===== src/rtl/dmaag_pkg.sv =====
package dmaag_pkg;

    localparam int ADDR_W     = 32;
    localparam int COUNT_W    = 15;
    localparam int STEP_W     = 16;
    localparam int OFF_W      = 20;
    localparam int SHORT_NB_W = 10;
    localparam int LONG_NB_W  = 30;
    localparam int BEAT_B_W   = 4;

    // packed loop word; bit positions are decoded by behaviour
    typedef struct packed {
        logic                    src_ml_en;   // bit 31
        logic                    dst_ml_en;   // bit 30
        logic signed [OFF_W-1:0] ml_off;      // bits 29:10
        logic [SHORT_NB_W-1:0]   nb_short;    // bits 9:0
    } loop_word_t;

    typedef enum logic [1:0] {
        SZ_1B = 2'd0,
        SZ_2B = 2'd1,
        SZ_4B = 2'd2,
        SZ_8B = 2'd3
    } beat_size_e;

    function automatic logic [LONG_NB_W-1:0] nb_limit(input loop_word_t w);
        if (w.src_ml_en || w.dst_ml_en)
            return {{(LONG_NB_W-SHORT_NB_W){1'b0}}, w.nb_short};
        return {w.ml_off, w.nb_short};
    endfunction

    function automatic logic [BEAT_B_W-1:0] beat_bytes(input beat_size_e s);
        return BEAT_B_W'(1) << s;
    endfunction

endpackage


===== src/rtl/dmaag_iter.sv =====
module dmaag_iter #(
    parameter int CW  = 15,
    parameter int LW  = 30,
    parameter int BBW = 4
) (
    input  logic           clk,
    input  logic           rst,
    input  logic           load,
    input  logic [CW-1:0]  load_count,
    input  logic           fire,
    input  logic [BBW-1:0] beat_bytes,
    input  logic [LW-1:0]  limit,
    output logic           active,
    output logic           minor_end,
    output logic           major_end,
    output logic           minor_done,
    output logic           major_done
);
    logic [LW-1:0] byte_cnt;
    logic [LW:0]   bytes_next;
    logic [CW-1:0] citer;
    logic [CW-1:0] biter;

    always_comb begin
        bytes_next = {1'b0, byte_cnt} + {{(LW+1-BBW){1'b0}}, beat_bytes};
        minor_end  = fire && (bytes_next >= {1'b0, limit});
        major_end  = minor_end && (citer == CW'(1));
    end

    always_ff @(posedge clk) begin
        if (rst) begin
            byte_cnt   <= '0;
            citer      <= '0;
            biter      <= '0;
            active     <= 1'b0;
            minor_done <= 1'b0;
            major_done <= 1'b0;
        end else if (load) begin
            byte_cnt   <= '0;
            citer      <= load_count;
            biter      <= load_count;
            active     <= (load_count != '0);
            minor_done <= 1'b0;
            major_done <= 1'b0;
        end else begin
            minor_done <= minor_end;
            major_done <= major_end;
            if (fire) begin
                if (minor_end) begin
                    byte_cnt <= '0;
                    citer    <= major_end ? biter : citer - CW'(1);
                end else begin
                    byte_cnt <= bytes_next[LW-1:0];
                end
            end
        end
    end


    count_live_chk: assert property (@(posedge clk) disable iff (rst)
        active |-> (citer != '0));


    byte_below_limit_chk: assert property (@(posedge clk) disable iff (rst)
        (active && byte_cnt != '0) |-> (byte_cnt < limit));


    minor_after_fire_chk: assert property (@(posedge clk) disable iff (rst)
        minor_done |-> $past(fire));

endmodule


===== src/rtl/dmaag_addr.sv =====
module dmaag_addr #(
    parameter int AW = 32,
    parameter int SW = 16
) (
    input  logic          clk,
    input  logic          rst,
    input  logic          load,
    input  logic [AW-1:0] base,
    input  logic          fire,
    input  logic [SW-1:0] step,
    input  logic          minor_end,
    input  logic          ml_en,
    input  logic [AW-1:0] ml_off,
    input  logic          major_end,
    input  logic [AW-1:0] last,
    output logic [AW-1:0] addr
);
    logic [AW-1:0] step_ext;
    logic [AW-1:0] loop_add;
    logic [AW-1:0] wrap_add;
    logic [AW-1:0] addr_nxt;

    always_comb begin
        step_ext = {{(AW-SW){step[SW-1]}}, step};
        loop_add = (minor_end && ml_en) ? ml_off : '0;
        wrap_add = major_end ? last : '0;
        addr_nxt = addr + step_ext + loop_add + wrap_add;
    end

    always_ff @(posedge clk) begin
        if (rst)
            addr <= '0;
        else if (load)
            addr <= base;
        else if (fire)
            addr <= addr_nxt;
    end


    addr_hold_chk: assert property (@(posedge clk) disable iff (rst)
        (!load && !fire) |=> $stable(addr));

endmodule


===== src/rtl/dma_addr_gen.sv =====
module dma_addr_gen
    import dmaag_pkg::*;
#(
    parameter int AW = dmaag_pkg::ADDR_W,
    parameter int CW = dmaag_pkg::COUNT_W,
    parameter int SW = dmaag_pkg::STEP_W
) (
    input  logic          clk,
    input  logic          rst,
    input  logic          start,
    input  logic [AW-1:0] desc_src,
    input  logic [AW-1:0] desc_dst,
    input  logic [SW-1:0] desc_src_step,
    input  logic [SW-1:0] desc_dst_step,
    input  logic [31:0]   desc_loop_word,
    input  logic [AW-1:0] desc_src_last,
    input  logic [AW-1:0] desc_dst_last,
    input  logic [CW-1:0] desc_major,
    input  logic [1:0]    desc_size,
    input  logic          beat_accept,
    output logic [AW-1:0] src_addr,
    output logic [AW-1:0] dst_addr,
    output logic          beat_valid,
    output logic          minor_done,
    output logic          major_done
);
    localparam int NCH = 2;

    loop_word_t               word_q;
    beat_size_e               size_q;
    logic [NCH-1:0][SW-1:0]   step_q;
    logic [NCH-1:0][AW-1:0]   last_q;
    logic [NCH-1:0][AW-1:0]   base_in;
    logic [NCH-1:0][AW-1:0]   addr_q;
    logic [NCH-1:0]           ml_en;
    logic [AW-1:0]            ml_off_ext;
    logic                     fire;
    logic                     minor_end;
    logic                     major_end;

    always_ff @(posedge clk) begin
        if (rst) begin
            word_q <= '0;
            size_q <= SZ_1B;
            step_q <= '0;
            last_q <= '0;
        end else if (start) begin
            word_q <= loop_word_t'(desc_loop_word);
            size_q <= beat_size_e'(desc_size);
            step_q <= {desc_dst_step, desc_src_step};
            last_q <= {desc_dst_last, desc_src_last};
        end
    end

    always_comb begin
        fire       = beat_valid && beat_accept && !start;
        base_in    = {desc_dst, desc_src};
        ml_en      = {word_q.dst_ml_en, word_q.src_ml_en};
        ml_off_ext = {{(AW-OFF_W){word_q.ml_off[OFF_W-1]}}, word_q.ml_off};
    end

    dmaag_iter #(
        .CW (CW),
        .LW (LONG_NB_W),
        .BBW(BEAT_B_W)
    ) iter_i (
        .clk       (clk),
        .rst       (rst),
        .load      (start),
        .load_count(desc_major),
        .fire      (fire),
        .beat_bytes(beat_bytes(size_q)),
        .limit     (nb_limit(word_q)),
        .active    (beat_valid),
        .minor_end (minor_end),
        .major_end (major_end),
        .minor_done(minor_done),
        .major_done(major_done)
    );

    for (genvar c = 0; c < NCH; c++) begin : g_side
        dmaag_addr #(
            .AW(AW),
            .SW(SW)
        ) addr_i (
            .clk      (clk),
            .rst      (rst),
            .load     (start),
            .base     (base_in[c]),
            .fire     (fire),
            .step     (step_q[c]),
            .minor_end(minor_end),
            .ml_en    (ml_en[c]),
            .ml_off   (ml_off_ext),
            .major_end(major_end),
            .last     (last_q[c]),
            .addr     (addr_q[c])
        );
    end

    assign src_addr = addr_q[0];
    assign dst_addr = addr_q[1];


    major_with_minor_chk: assert property (@(posedge clk) disable iff (rst)
        major_done |-> minor_done);


    valid_sticky_chk: assert property (@(posedge clk) disable iff (rst)
        (beat_valid && !start) |=> beat_valid);


    reset_quiet_chk: assert property (@(posedge clk)
        rst |=> (!beat_valid && !minor_done && !major_done));

endmodule


===== config.mk =====
export PLATFORM = sky130hd
export DESIGN_NAME = dma_addr_gen
export DESIGN_NICKNAME = d
export VERILOG_FILES = /design/src/rtl/dmaag_pkg.sv /design/src/rtl/dmaag_iter.sv /design/src/rtl/dmaag_addr.sv /design/src/rtl/dma_addr_gen.sv
export SDC_FILE = /design/constraint.sdc
export NUM_CORES = 1
export LEC_CHECK = 0
export BUFFER_PORTS_ARGS = -buffer_cell sky130_fd_sc_hd__buf_2
export CORE_MARGIN = 2
export CORE_UTILIZATION = 45
export CTS_CLUSTER_SIZE = 10
export DETAILED_ROUTE_END_ITERATION = 10
export HOLD_SLACK_MARGIN = 0.03
export PLACE_DENSITY_LB_ADDON = 0.25
export SYNTH_ARGS = -nofsm -noshare
export SYNTH_HDL_FRONTEND = slang
export SYNTH_HIERARCHICAL = 1
export SYNTH_SLANG_ARGS = --single-unit

===== constraint.sdc =====
create_clock -name clk -period 16.5 [get_ports clk]
set_input_delay 0.825 -clock clk [delete_from_list [all_inputs] [get_ports clk]]
set_output_delay 0.825 -clock clk [all_outputs]
set_load 0.01 [all_outputs]

; ---- After elaboration in Yosys (flattened, before gate mapping)
; Index checks and enable logic that the tools add are counted.
; Widths: inputs -> output; s select.
[totals]
regBits = 257
output_inout_bits = 67
[classes]
add_sub_neg = 8
order_cmp = 1
eq_ne = 1
shifts = 1
muxes = 16
reduce_logical = 13
[ops]
columns = operator, count
row1 = $mux 32, 8
row2 = $add 32x32->32, 6
row3 = $mux 30, 3
row4 = $mux 15, 4
row5 = $add 30x4->31, 1
row6 = $ge 31x30->1, 1
row7 = $eq 15x1->1 const B, 1
row8 = $reduce_bool 15->1, 1
row9 = $sub 15x1->15 const B, 1
row10 = $logic_and 1x1->1, 6
row11 = $reduce_bool 2->1, 2
row12 = $shl 1x2->4 const A, 1
row13 = $reduce_and 2->1, 1
row14 = $reduce_or 2->1, 1
row15 = $logic_not 1->1, 1
row16 = $logic_or 1x1->1, 1
row17 = $mux 1, 1

; ---- Longest topological paths before layout
[logic_depth]
ltp_word = 11
ltp_mapped = 37
depth_no_buf = 32

; ---- By module
; The synthesis kept the hierarchy.
[modules_own_cells]
columns = mod, instances, cells_per_inst, area_each_um2, seq_area_each_um2
row1 = dmaag_addr (g_side[0].addr_i), 1, 660, 5153.7, 640.6
row2 = dmaag_addr (g_side[1].addr_i), 1, 656, 5001.0, 640.6
row3 = dma_addr_gen, 1, 448, 4762.1, 2602.5
row4 = dmaag_iter, 1, 572, 4451.8, 1261.2

; ---- Least setup slack after synthesis
; No wires, ideal clock.
[synth_timing]
path_type = reg2reg
from = register size_q[0]
to = register g_side[0].addr_i.addr[25]
setup_time_ns = 0.062
arrival_ns = 7.605
required_time_ns = 16.438
setup_slack_ns = 8.833
path_stages_with_launch = 37
period_less_slack_ns = 7.667
cell_sequence = dfxtp_1 > nor2b_1 > inv_1 > fa_1 > nand2b_1 > a21oi_2 > and3_1 > clkbuf_1 > and3_1 > clkbuf_1 > nand3_1 > xnor2_1 > ha_1 > a21oi_1 > o21ai_0 > a221oi_1 > o2111ai_1 > o31ai_2 > clkbuf_1 > inv_1 > and2_1 > clkbuf_1 > clkbuf_1 > nand2_1 > fa_1 > fa_1 > inv_1 > ha_1 > inv_1 > fa_1 > and2b_1 > o2111ai_1 > a21boi_2 > o21a_4 > a21oi_2 > or4_1 > nand3_1
[synth_between]
elab_chain_cells = 10
word_cells_on_any_way = 12
cone_classes = add/sub: 3 / order compare: 1 / shift: 1 / mux: 4 / reduce/logical: 3
[synth_rtl]
columns = item, line
row1 = start: declaration, dma_addr_gen.sv:30  ; beat_size_e size_q;
row2 = start signal: assignment, dma_addr_gen.sv:49  ; size_q <= beat_size_e'(desc_size);
row3 = $shl 1x2->4 (*), dmaag_pkg.sv:33  ; return BEAT_B_W'(1) << s;
row4 = $add 30x4->31 (*), dmaag_iter.sv:25  ; bytes_next = {1'b0, byte_cnt} + {{(LW+1-BBW){1'b0}}, beat_bytes};
row5 = $ge 31x30->1 (*), dmaag_iter.sv:26  ; minor_end = fire && (bytes_next >= {1'b0, limit});
row6 = $logic_and 1x1->1 (*), dmaag_iter.sv:26
row7 = named net minor_end, dma_addr_gen.sv:38  ; logic minor_end;
row8 = $logic_and 1x1->1, dmaag_addr.sv:25  ; loop_add = (minor_end && ml_en) ? ml_off : '0;
row9 = $mux 32, dmaag_addr.sv:25
row10 = $add 32x32->32, dmaag_addr.sv:27  ; addr_nxt = addr + step_ext + loop_add + wrap_add;
row11 = $add 32x32->32 (*), dmaag_addr.sv:27
row12 = $mux 32 (*), dmaag_addr.sv:35  ; else if (fire)
row13 = $mux 32 (*), dmaag_addr.sv:33  ; else if (load)
row14 = end signal: assignment, dmaag_addr.sv:34  ; addr <= base;
row15 = end signal: assignment, dmaag_addr.sv:36  ; addr <= addr_nxt;
row16 = end: declaration, dmaag_addr.sv:16  ; output logic [AW-1:0] addr
; The timed path passes the listed nets; every way through them passes the cells marked *. The select of a mux whose other input is x is not followed.
; A chain may end at the register's enable or synchronous reset.

; ---- Final worst setup path
[layout_timing]
from = register size_q[0]
to = register g_side[1].addr_i.addr[30]
[layout_between]
elab_chain_cells = 10
word_cells_on_any_way = 12
cone_classes = add/sub: 3 / order compare: 1 / shift: 1 / mux: 4 / reduce/logical: 3
[layout_rtl]
columns = item, line
row1 = $shl 1x2->4 (*), dmaag_pkg.sv:33
row2 = $add 30x4->31 (*), dmaag_iter.sv:25
row3 = $ge 31x30->1 (*), dmaag_iter.sv:26
row4 = $logic_and 1x1->1 (*), dmaag_iter.sv:26
row5 = named net minor_end, dma_addr_gen.sv:38
row6 = $logic_and 1x1->1, dmaag_addr.sv:25
row7 = $mux 32, dmaag_addr.sv:25
row8 = $add 32x32->32, dmaag_addr.sv:27
row9 = $add 32x32->32 (*), dmaag_addr.sv:27
row10 = $mux 32 (*), dmaag_addr.sv:35
row11 = $mux 32 (*), dmaag_addr.sv:33
row12 = end signal: assignment, dmaag_addr.sv:34
row13 = end signal: assignment, dmaag_addr.sv:36
row14 = end: declaration, dmaag_addr.sv:16
; Marked as above.

==> flow_summary.ini <==
[run_status]
status = finished clean

[synthesis]
synth-seq-area-share = 0.2656
synth.cell_area_sq_um = 19370
synth_edf_count = 0
postSynth.asyncResetShare = 0
syn_avg_cell_area_sq_um = 8.291
yosys_register_bits = 257
netlist_instances = 2336
syn_nets = 2772
yosys_warnings = 6
synth_cell_types = 88
ys.flop_type = dfxtp_1

[timing]
fin_crit_ns = 8.714
rsz0062_at_grt = false
finalWorstSetupSlack_ns = 7.786
setup_tns_ns = 0
finalHoldViolCount = 0
report.final.slew_viol_count = 0
report.final.setup_viol = 0
hold_ws_ns = 0.4742
fin_crit_sh = 0.5281
worstMarginPinSlew_ns = 1.100
fin_skew_ns = 0.01447
max_clock_freq_mhz = 114.8
slew_headroom = 0.2665

[placement]
dpl-instance-area_sq_um = 20980
gp_congestion = 0.9264
io_buffers = 279
place_hpwl_um = 44260
pre_cts_slack_ns = 7.854
dp_cells = 3053

[cells_and_area]
drive_gt1_frac = 0.1526
mostFrequentLayoutCells = nor2_1 (281), buf_2 (277), inv_1 (276)
n_fill_cell = 4154
final_common_cell = nor2_1
area_delta_synth_final_pct = 14.19
final_nets = 2980
final_cells = 3116
fin_area_sq_um = 22120

[global_route]
gr-total-overflow = 0
busiest_layer = met2
antenna_found_initial = 13
use_met2 = 0.4374
track_usage = 0.2644
grt_use_met3 = 0.05148
grt_pass1_wl_um = 92400
grt_pass1_vias = 16950
grt_max_degree = 135
gr-usage-met1 = 0.3439

[power_and_ir_drop]
p_seq_frac = 0.384
ir_worst_vdd_mv = 0.07599
power_frac_clock = 0.427
p_sw_frac = 0.2988
power_density_nw_per_um2 = 80.75
switchingPower_mw = 0.5336
p_leak_nw = 10.02
intPower_mw = 1.252
combPwrFrac = 0.189

[detailed_routing]
dr.first_iter.drc_count = 1017
firstDrtPassIters = 6
num_vias = 16860
wl_per_cell_um = 18.81
ant_nets = 0
remaining_drc_errors = 0
via_per_inst = 5.410
drt_wl_total_um = 58600

[clock_tree]
cts_tree = built
htreeDepth = 2
numCtsBuffers = 35
postCtsSetupBuffers = 0
root_buffer = clkbuf_16
cts-hold-fix-buffers = 0
post_cts_resized = 0
clk_pin_slew_ns = 0.06
worst_skew_pair.late_latency_ns = 0.56
cts.sinks = 257
clockBufferDepth = 3

[floorplanning]
chipHeight_um = 211.5
die_x_um = 211.5
io_pins = 280
die-area_sq_um = 44720
start_util = 0.4526
rows = 76
core_sq_um = 42790

[critical_path]
cp-end-kind = flop
crit_fanout = 30
worstPathArrival_ns = 9.11
worst_setup_path_start_kind = flop
slowest_stage = o31ai_4
worst_path_largest_cell_delay_ns = 0.98
path_class = reg2reg
crit_required_ns = 16.90

[worst_hold_path]
hp-class = reg2reg

[job]
cap_viol_max_count = 0
[stage by stage]
stage,util,power [mW]
2_1_floorplan,-,0.9265
5_1_grt,0.5165,1.875
6_report,0.5169,1.786
3_3_place_gp,0.4902,1.029
4_1_cts,0.5165,1.807
3_5_place_dp,0.4902,1.037
[cell families (layout without fill, tap and decap cells)]
logic type	count (synthesis)	in the layout	synth area share
mux	158	158	0.08165
flops	257	257	0.2656
simple gates	793	793	0.1902
xor+xnor	114	114	0.05155
other cells	0	7	0
fa+ha+maj	223	223	0.1925
buf+inv	399	626	0.08643
compound gates	392	392	0.1320
[state kept, by name, summed over array words and instances, names as in the netlist]
register            count
ml_off_ext             20
ml_en                   2
iter_i/biter           15
iter_i/minor_done       1
g_side.addr_i/addr     64
iter_i/byte_cnt        30
word_q                 10
iter_i/active           1
step_q                 32
last_q                 64
iter_i/citer           15
iter_i/major_done       1
size_q                  2
[final timing paths]
path                            cells past startpoint                          from                                     end  slack (ns)
worst max register to register                     30        size_q[0]$_SDFFE_PP0P_  g_side[1].addr_i/addr[30]$_SDFFE_PP0P_        7.79
worst min-delay path                                2  iter_i/biter[8]$_SDFFE_PP0P_            iter_i/biter[8]$_SDFFE_PP0P_        0.47
worst min register to register                      2  iter_i/biter[8]$_SDFFE_PP0P_            iter_i/biter[8]$_SDFFE_PP0P_        0.47
worst max-delay path                               30        size_q[0]$_SDFFE_PP0P_  g_side[1].addr_i/addr[30]$_SDFFE_PP0P_        7.79
[cells in the mapped netlist, types with 13 or more instances]
cell type    n  area share
nor3_1      52       0.013
ha_1        98       0.063
clkbuf_1    76       0.015
nand2_1    237       0.046
mux2i_1    158       0.082
dfxtp_1    257        0.27
inv_1      276       0.053
xor2_1      53       0.024
nand4_1     29      0.0094
xnor2_1     61       0.028
and2_1      37       0.012
o21ai_0     34      0.0088
nand3_1     29      0.0075
a21oi_1    155       0.040
a221oi_1    16      0.0072
a211oi_1    20      0.0078
buf_6       13      0.0076
nor2_1     283       0.055
o21a_1      24      0.0093
a21o_1      22      0.0085
and3_1      20      0.0065
o22ai_1     26      0.0084
nand2b_1    18      0.0058
fa_1       125        0.13
nor2b_1     18      0.0058
[per-layer routing]
metal	vias to the layer above	routed length, um
met5	-	71
met3	105	3910
met1	8042	25280
met4	10	1760
li1	8213	-
met2	489	27570
[final cells by class]
type                            count  area, sq um  share of cell area
Clock inverter                      9        112.6            0.005091
Multi-Input combinational cell   1680        12570              0.5685
Tap cell                          546        683.2             0.03089
Sequential cell                   257         5145              0.2326
Timing Repair Buffer              294         1538             0.06953
Antenna cell                        7        17.52           0.0007920
Inverter                          276         1036             0.04684
Clock buffer                       47         1012             0.04577
[power groups by stage]
stage	Combinational (mW)	Clock, mW	Sequential, mW
after detailed placement	0.338	0	0.699
after global placement	0.330	0	0.699
after floorplan	0.236	0	0.691
after global routing	0.380	0.805	0.689
after CTS	0.340	0.781	0.686
final	0.338	0.762	0.686
[worst max-delay path, delay by kind of cell, from the launching register on]
| kind | cells | cell delay [ns] |
|---|---|---|
| XOR/XNOR | 1 | 0.15 |
| AO/OA/AOI/OAI | 12 | 3.49 |
| adder cells (fa/ha/maj) | 5 | 2.09 |
| flip-flops | 1 | 0.38 |
| multiplexers | 1 | 0.24 |
| AND/OR/NAND/NOR | 7 | 1.53 |
| buffers and inverters | 4 | 0.66 |
Power figures use the tool's default switching activity.
